--- src/rtl/sad_engine.sv ---
module sad_engine #(
  parameter int N_ELEM = 256,
  parameter int PIX_W  = 8,
  parameter int SUM_W  = 32
) (
  input  logic                         clk,
  input  logic                         rst_n,
  input  logic                         go,
  output logic [$clog2(N_ELEM):0]      addr,
  output logic                         rd,
  input  logic [PIX_W-1:0]             a_data,
  input  logic [PIX_W-1:0]             b_data,
  output logic [SUM_W-1:0]             sad,
  output logic                         done
);
  localparam int IDX_W = $clog2(N_ELEM) + 1;

  typedef enum logic [2:0] {S_IDLE, S_INIT, S_CHECK, S_ACC, S_FIN} state_t;
  state_t state;

  logic [IDX_W-1:0] idx;
  logic [SUM_W-1:0] acc;
  logic [PIX_W:0]   diff;
  logic [PIX_W:0]   mag;

  assign diff = {1'b0, a_data} - {1'b0, b_data};
  assign mag  = diff[PIX_W] ? (~diff + 1'b1) : diff;

  assign addr = idx;
  assign rd   = (state == S_ACC);
  assign done = (state == S_FIN);

  always_ff @(posedge clk or negedge rst_n) begin
    if (!rst_n) begin
      state <= S_IDLE;
      idx   <= '0;
      acc   <= '0;
      sad   <= '0;
    end else begin
      case (state)
        S_IDLE:  if (go) state <= S_INIT;
        S_INIT: begin
          idx   <= '0;
          acc   <= '0;
          state <= S_CHECK;
        end
        S_CHECK: state <= (idx < IDX_W'(N_ELEM)) ? S_ACC : S_FIN;
        S_ACC: begin
          acc   <= acc + SUM_W'(mag[PIX_W-1:0]);
          idx   <= idx + 1'b1;
          state <= S_CHECK;
        end
        S_FIN: begin
          sad   <= acc;
          state <= S_IDLE;
        end
        default: state <= S_IDLE;
      endcase
    end
  end
endmodule


--- config.mk ---
export PLATFORM = sky130hd
export DESIGN_NAME = sad_engine
export DESIGN_NICKNAME = d
export VERILOG_FILES = /design/src/rtl/sad_engine.sv
export SDC_FILE = /design/constraint.sdc
export NUM_CORES = 1
export LEC_CHECK = 0
export BUFFER_PORTS_ARGS = -buffer_cell sky130_fd_sc_hd__buf_2
export CORE_MARGIN = 10
export CORE_UTILIZATION = 40
export DETAILED_ROUTE_END_ITERATION = 10
export GPL_ROUTABILITY_DRIVEN = 1
export HOLD_SLACK_MARGIN = 0.02
export SLEW_MARGIN = 20
export SYNTH_ARGS = -nofsm -noshare
export SYNTH_HDL_FRONTEND = slang
export SYNTH_SLANG_ARGS = --single-unit
--- constraint.sdc ---
create_clock -name clk -period 4 [get_ports clk]
set_input_delay 0.2 -clock clk [delete_from_list [all_inputs] [get_ports clk]]
set_output_delay 0.2 -clock clk [all_outputs]
set_load 0.01 [all_outputs]
==> run summary <==
outcome - complete, but fails checks
failing checks - negative hold slack
cell with the most instances on the worst path - sky130_fd_sc_hd__o21ai_0
number of optimization iterations in the first detailed-route pass - 4
initial antenna violation count - 0
setup slack on the worst flop-to-flop path - 1.49 ns
R2R Path Start - state[2]
count of warnings emitted by yosys - 0
Final HPWL DP - 6432 um
cell leakage power - 2.374 nW
post-synthesis instance total - 403
post-placement cell count - 588
startpoint type of the worst setup path - primary input
die outline width - 121.4 um
final instance area - 4781 um2
die boundary height - 121.4 um
wire length per cell - 14.79 um
share of the cycle needed by the critical path after routing - 91.74%
Max stage delay on crit path - 0.47 ns
starting density of the core - 41.54%
worst-path maximum fanout - 21
synthesis-to-finish area growth - 16.14%
area of the core - 9910 um2
RSZ-0062 raised after global routing - no
count of buffers inserted at the top-level ports - 61
number of distinct standard cells referenced by the synthesized netlist - 44
Max Slew Vio Count - 0
setup TNS - 0 ns
hold crit path type - primary input to async pin
post-placement worst setup slack - -0.03439 ns
count of buffer and inverter cells on the critical path - 4
Worst Path Class, Setup - primary input to register
required time of the critical path - 4.29 ns
CTS tree - built
layout cells sized above 1 - 25.48%
number of enable flip-flop cells after synthesis - 0
total power divided by cell area - 553.8 nW/um2
Critical-path top delay cell - sky130_fd_sc_hd__or4_1
clock insertion delay at the later pin of the skew report - 0.36 ns
TritonCTS buffer count - 9
endpoint of the worst-slack reg-to-reg timing path - acc[23]
maximum ir drop on the vdd rail - 0.3228 mV
Core Rows - 36
maximum number of buffers from clock root to sink - 2
area enclosed by the die boundary - 14750 um2
total setup buffers inserted after CTS - 0
Syn Nets - 444
number of design rule violations left after detail routing - 0
CTS clk-pin slew, worst paths - 0.09 ns
Hold Slack - -0.02218 ns
CTS hold repair buffers - 0
post-detailed-route count of antenna-violating nets - 0
net count reported at finish - 507
Fmax - 272.5 MHz
min setup slack post-route - 0.3304 ns
fill cell instance count of the final layout - 975
netlist area before placement - 4116 um2
largest net degree at the start of global routing - 77
I/O pin count - 62
post-synthesis sequential area ratio - 46.20%
level count of the clock H-tree - 3
Area after DPL - 4576 um2
Final Setup Violations - 0
RePlAce Congestion - 0.8366
count of clock tree sinks - 76
kind of end point of the critical path - register
wire length of the first global-routing pass - 15020 um
slew at the pin closest to its max-slew limit - 0.9753 ns
Clock Tree Root - sky130_fd_sc_hd__clkbuf_8
cell-by-cell listing of the critical path - buf_2, inv_1, ha_1, inv_1, fa_1, a211oi_1, o21ai_0, a21o_1, a21o_1, nand2b_1, xnor2_1, ha_1, o21ai_0, o21ai_0, a221o_1, a31oi_2, buf_12, or4_1, a21oi_1
number of design-rule violations left by the first detailed-router iteration - 173
vias in the first global route - 3191
delay-heaviest family, CP - compound AO/OA/AOI/OAI gates
sum of routed wire length over all layers - 8931 um
number of cell instances on the worst register-to-register path - 7
mean cell area of the mapped netlist - 10.21 um2
non-filler instance count after layout - 604
count of max-cap constraint violations - 0
Worst slew margin - 34.98%
vias after detailed routing - 3163
overflow left after global routing - 0
overall track demand over capacity in global routing - 12.35%
total of cells resized after clock tree synthesis - 0
Main synth FF type - sky130_fd_sc_hd__dfrtp_1
fraction of synthesis flops using an asynchronous set or reset pin - 100.0%
endpoint arrival time on the critical path - 3.96 ns
FF+latch count, synth - 76
per-cell via count in the routed design - 5.237
shortest clock period the worst path allows after layout - 3.670 ns
largest clock skew in the final design - 0.01029 ns
Antenna diodes - 0
final count of hold timing violations - 18
-- worst reg2reg max path, cell delays in order (launching register included) --
cell,delay [ns]
sky130_fd_sc_hd__dfrtp_1,0.43
sky130_fd_sc_hd__and2b_1,0.40
sky130_fd_sc_hd__and4_1,0.54
sky130_fd_sc_hd__and2_1,0.21
sky130_fd_sc_hd__a31oi_2,0.05
sky130_fd_sc_hd__buf_12,0.18
sky130_fd_sc_hd__or4_1,0.48
sky130_fd_sc_hd__a21oi_1,0.16
-- worst max path at each step --
stage	from	to	slack [ns]	cells after the start
after floorplan	a_data[0]	acc[11]	0.26	18
after detailed placement	a_data[0]	acc[23]	-0.03	19
after CTS	a_data[0]	acc[23]	0.33	19
after global routing	a_data[0]	acc[31]	0.08	19
after global placement	a_data[0]	acc[23]	0.08	19
final	a_data[0]	acc[23]	0.33	19
-- flip-flops by register name, summed over array words and instances, names as in the netlist --
name / cells
acc: 32
sad: 32
addr: 9
state: 3
-- routing by layer --
layer / wire [um] / track usage [%] / up-vias / part of all wire [%]
met4: 80 / 3.055 / 0 / 0.90
li1: - / - / 1569 / -
met1: 4077 / 15.24 / 1517 / 46
met3: 559 / 4.328 / 10 / 6.3
met5: 0 / 0 / - / 0
met2: 4214 / 20.13 / 67 / 47
-- cell families after synthesis --
| family | count (synthesis) | share of synthesized area (%) |
|---|---|---|
| DFF | 76 | 46.20 |
| adders and majority gates | 22 | 7.052 |
| buffers and inverters | 34 | 3.617 |
| muxes | 36 | 9.757 |
| xor gates and xnor gates | 27 | 5.745 |
| AOI/OAI and AO/OA | 88 | 13.16 |
| and+or+nand+nor | 120 | 14.47 |
-- area by class of cell --
class                      instances  area (um2)  share of cell area (%)
timing repair buffer              67       365.4                   7.642
clock buffer                       9       123.9                   2.591
sequential                        76        1902                   39.78
multi-input combinational        293        2071                   43.31
inverter                          19       71.32                   1.492
clock inverter                     7       81.33                   1.701
tap                              133       166.4                   3.481
-- Yosys cell counts, drive strengths merged (3+ instances only) --
cell     instances  area, um2
mux2            33      371.6
o211ai           7      52.55
mux2i            3      30.03
nor3             9      56.31
xnor2           11      96.34
and2             4      25.02
buf              6      43.79
clkbuf           9      33.78
nand3           12      65.06
inv             18      67.56
a21o             4      30.03
nor2            31      116.4
a211oi           4      30.03
or4              4      30.03
dfrtp           76       1902
or3              9      56.30
a21oi           25      125.1
o31ai            7      52.55
o21ai           28      140.1
nand4            3      18.77
ha              20      250.2
xor2            16      140.1
o2111ai          3      26.28
and3             6      37.54
nand2           32      120.1
nand2b           3      18.77
o21a             3      22.52
-- placed cells by master, fill, tap and decap left out, types with 2 or more instances in the layout --
cell / synthesis / routed
sky130_fd_sc_hd__buf_2: 2 / 60
sky130_fd_sc_hd__xor2_1: 16 / 16
sky130_fd_sc_hd__o211ai_1: 7 / 7
sky130_fd_sc_hd__mux2_2: 33 / 33
sky130_fd_sc_hd__o2111ai_1: 3 / 3
sky130_fd_sc_hd__inv_1: 18 / 18
sky130_fd_sc_hd__nand2b_1: 3 / 3
sky130_fd_sc_hd__clkinv_4: 0 / 2
sky130_fd_sc_hd__a22o_1: 2 / 2
sky130_fd_sc_hd__o31ai_1: 7 / 7
sky130_fd_sc_hd__o21a_1: 3 / 3
sky130_fd_sc_hd__nand2_1: 32 / 32
sky130_fd_sc_hd__fa_1: 2 / 2
sky130_fd_sc_hd__ha_1: 20 / 20
sky130_fd_sc_hd__or3_1: 9 / 9
sky130_fd_sc_hd__a211oi_1: 4 / 4
sky130_fd_sc_hd__and4_1: 2 / 2
sky130_fd_sc_hd__and2_1: 4 / 4
sky130_fd_sc_hd__and3_1: 6 / 6
sky130_fd_sc_hd__inv_6: 0 / 3
sky130_fd_sc_hd__xnor2_1: 11 / 11
sky130_fd_sc_hd__o21ai_0: 28 / 28
sky130_fd_sc_hd__nand3_1: 11 / 11
sky130_fd_sc_hd__nor2b_1: 2 / 2
sky130_fd_sc_hd__mux2i_1: 3 / 3
sky130_fd_sc_hd__nor2_1: 31 / 31
sky130_fd_sc_hd__nor3_1: 8 / 8
sky130_fd_sc_hd__or4_1: 4 / 4
sky130_fd_sc_hd__buf_4: 3 / 6
sky130_fd_sc_hd__nand4_1: 3 / 3
sky130_fd_sc_hd__a21oi_1: 25 / 25
sky130_fd_sc_hd__a21o_1: 4 / 4
sky130_fd_sc_hd__dfrtp_1: 76 / 76
sky130_fd_sc_hd__clkbuf_8: 0 / 9
-- where the power goes --
part / switching (W) / total (W) / internal, W
Sequential: 0.000154 / 0.00105 / 0.000896
Combinational: 0.000579 / 0.000992 / 0.000413
Clock: 0.000309 / 0.000606 / 0.000297
-- per-stage QoR --
| step | utilization, % | total power [W] |
|---|---|---|
| 2_1_floorplan | - | 0.001766 |
| 3_3_place_gp | 46.17 | 0.002033 |
| 3_5_place_dp | 46.17 | 0.002059 |
| 4_1_cts | 48.24 | 0.002674 |
| 5_1_grt | 48.24 | 0.002868 |
| 6_report | 48.24 | 0.002647 |
Note: power is estimated with default switching activity, not from simulation.
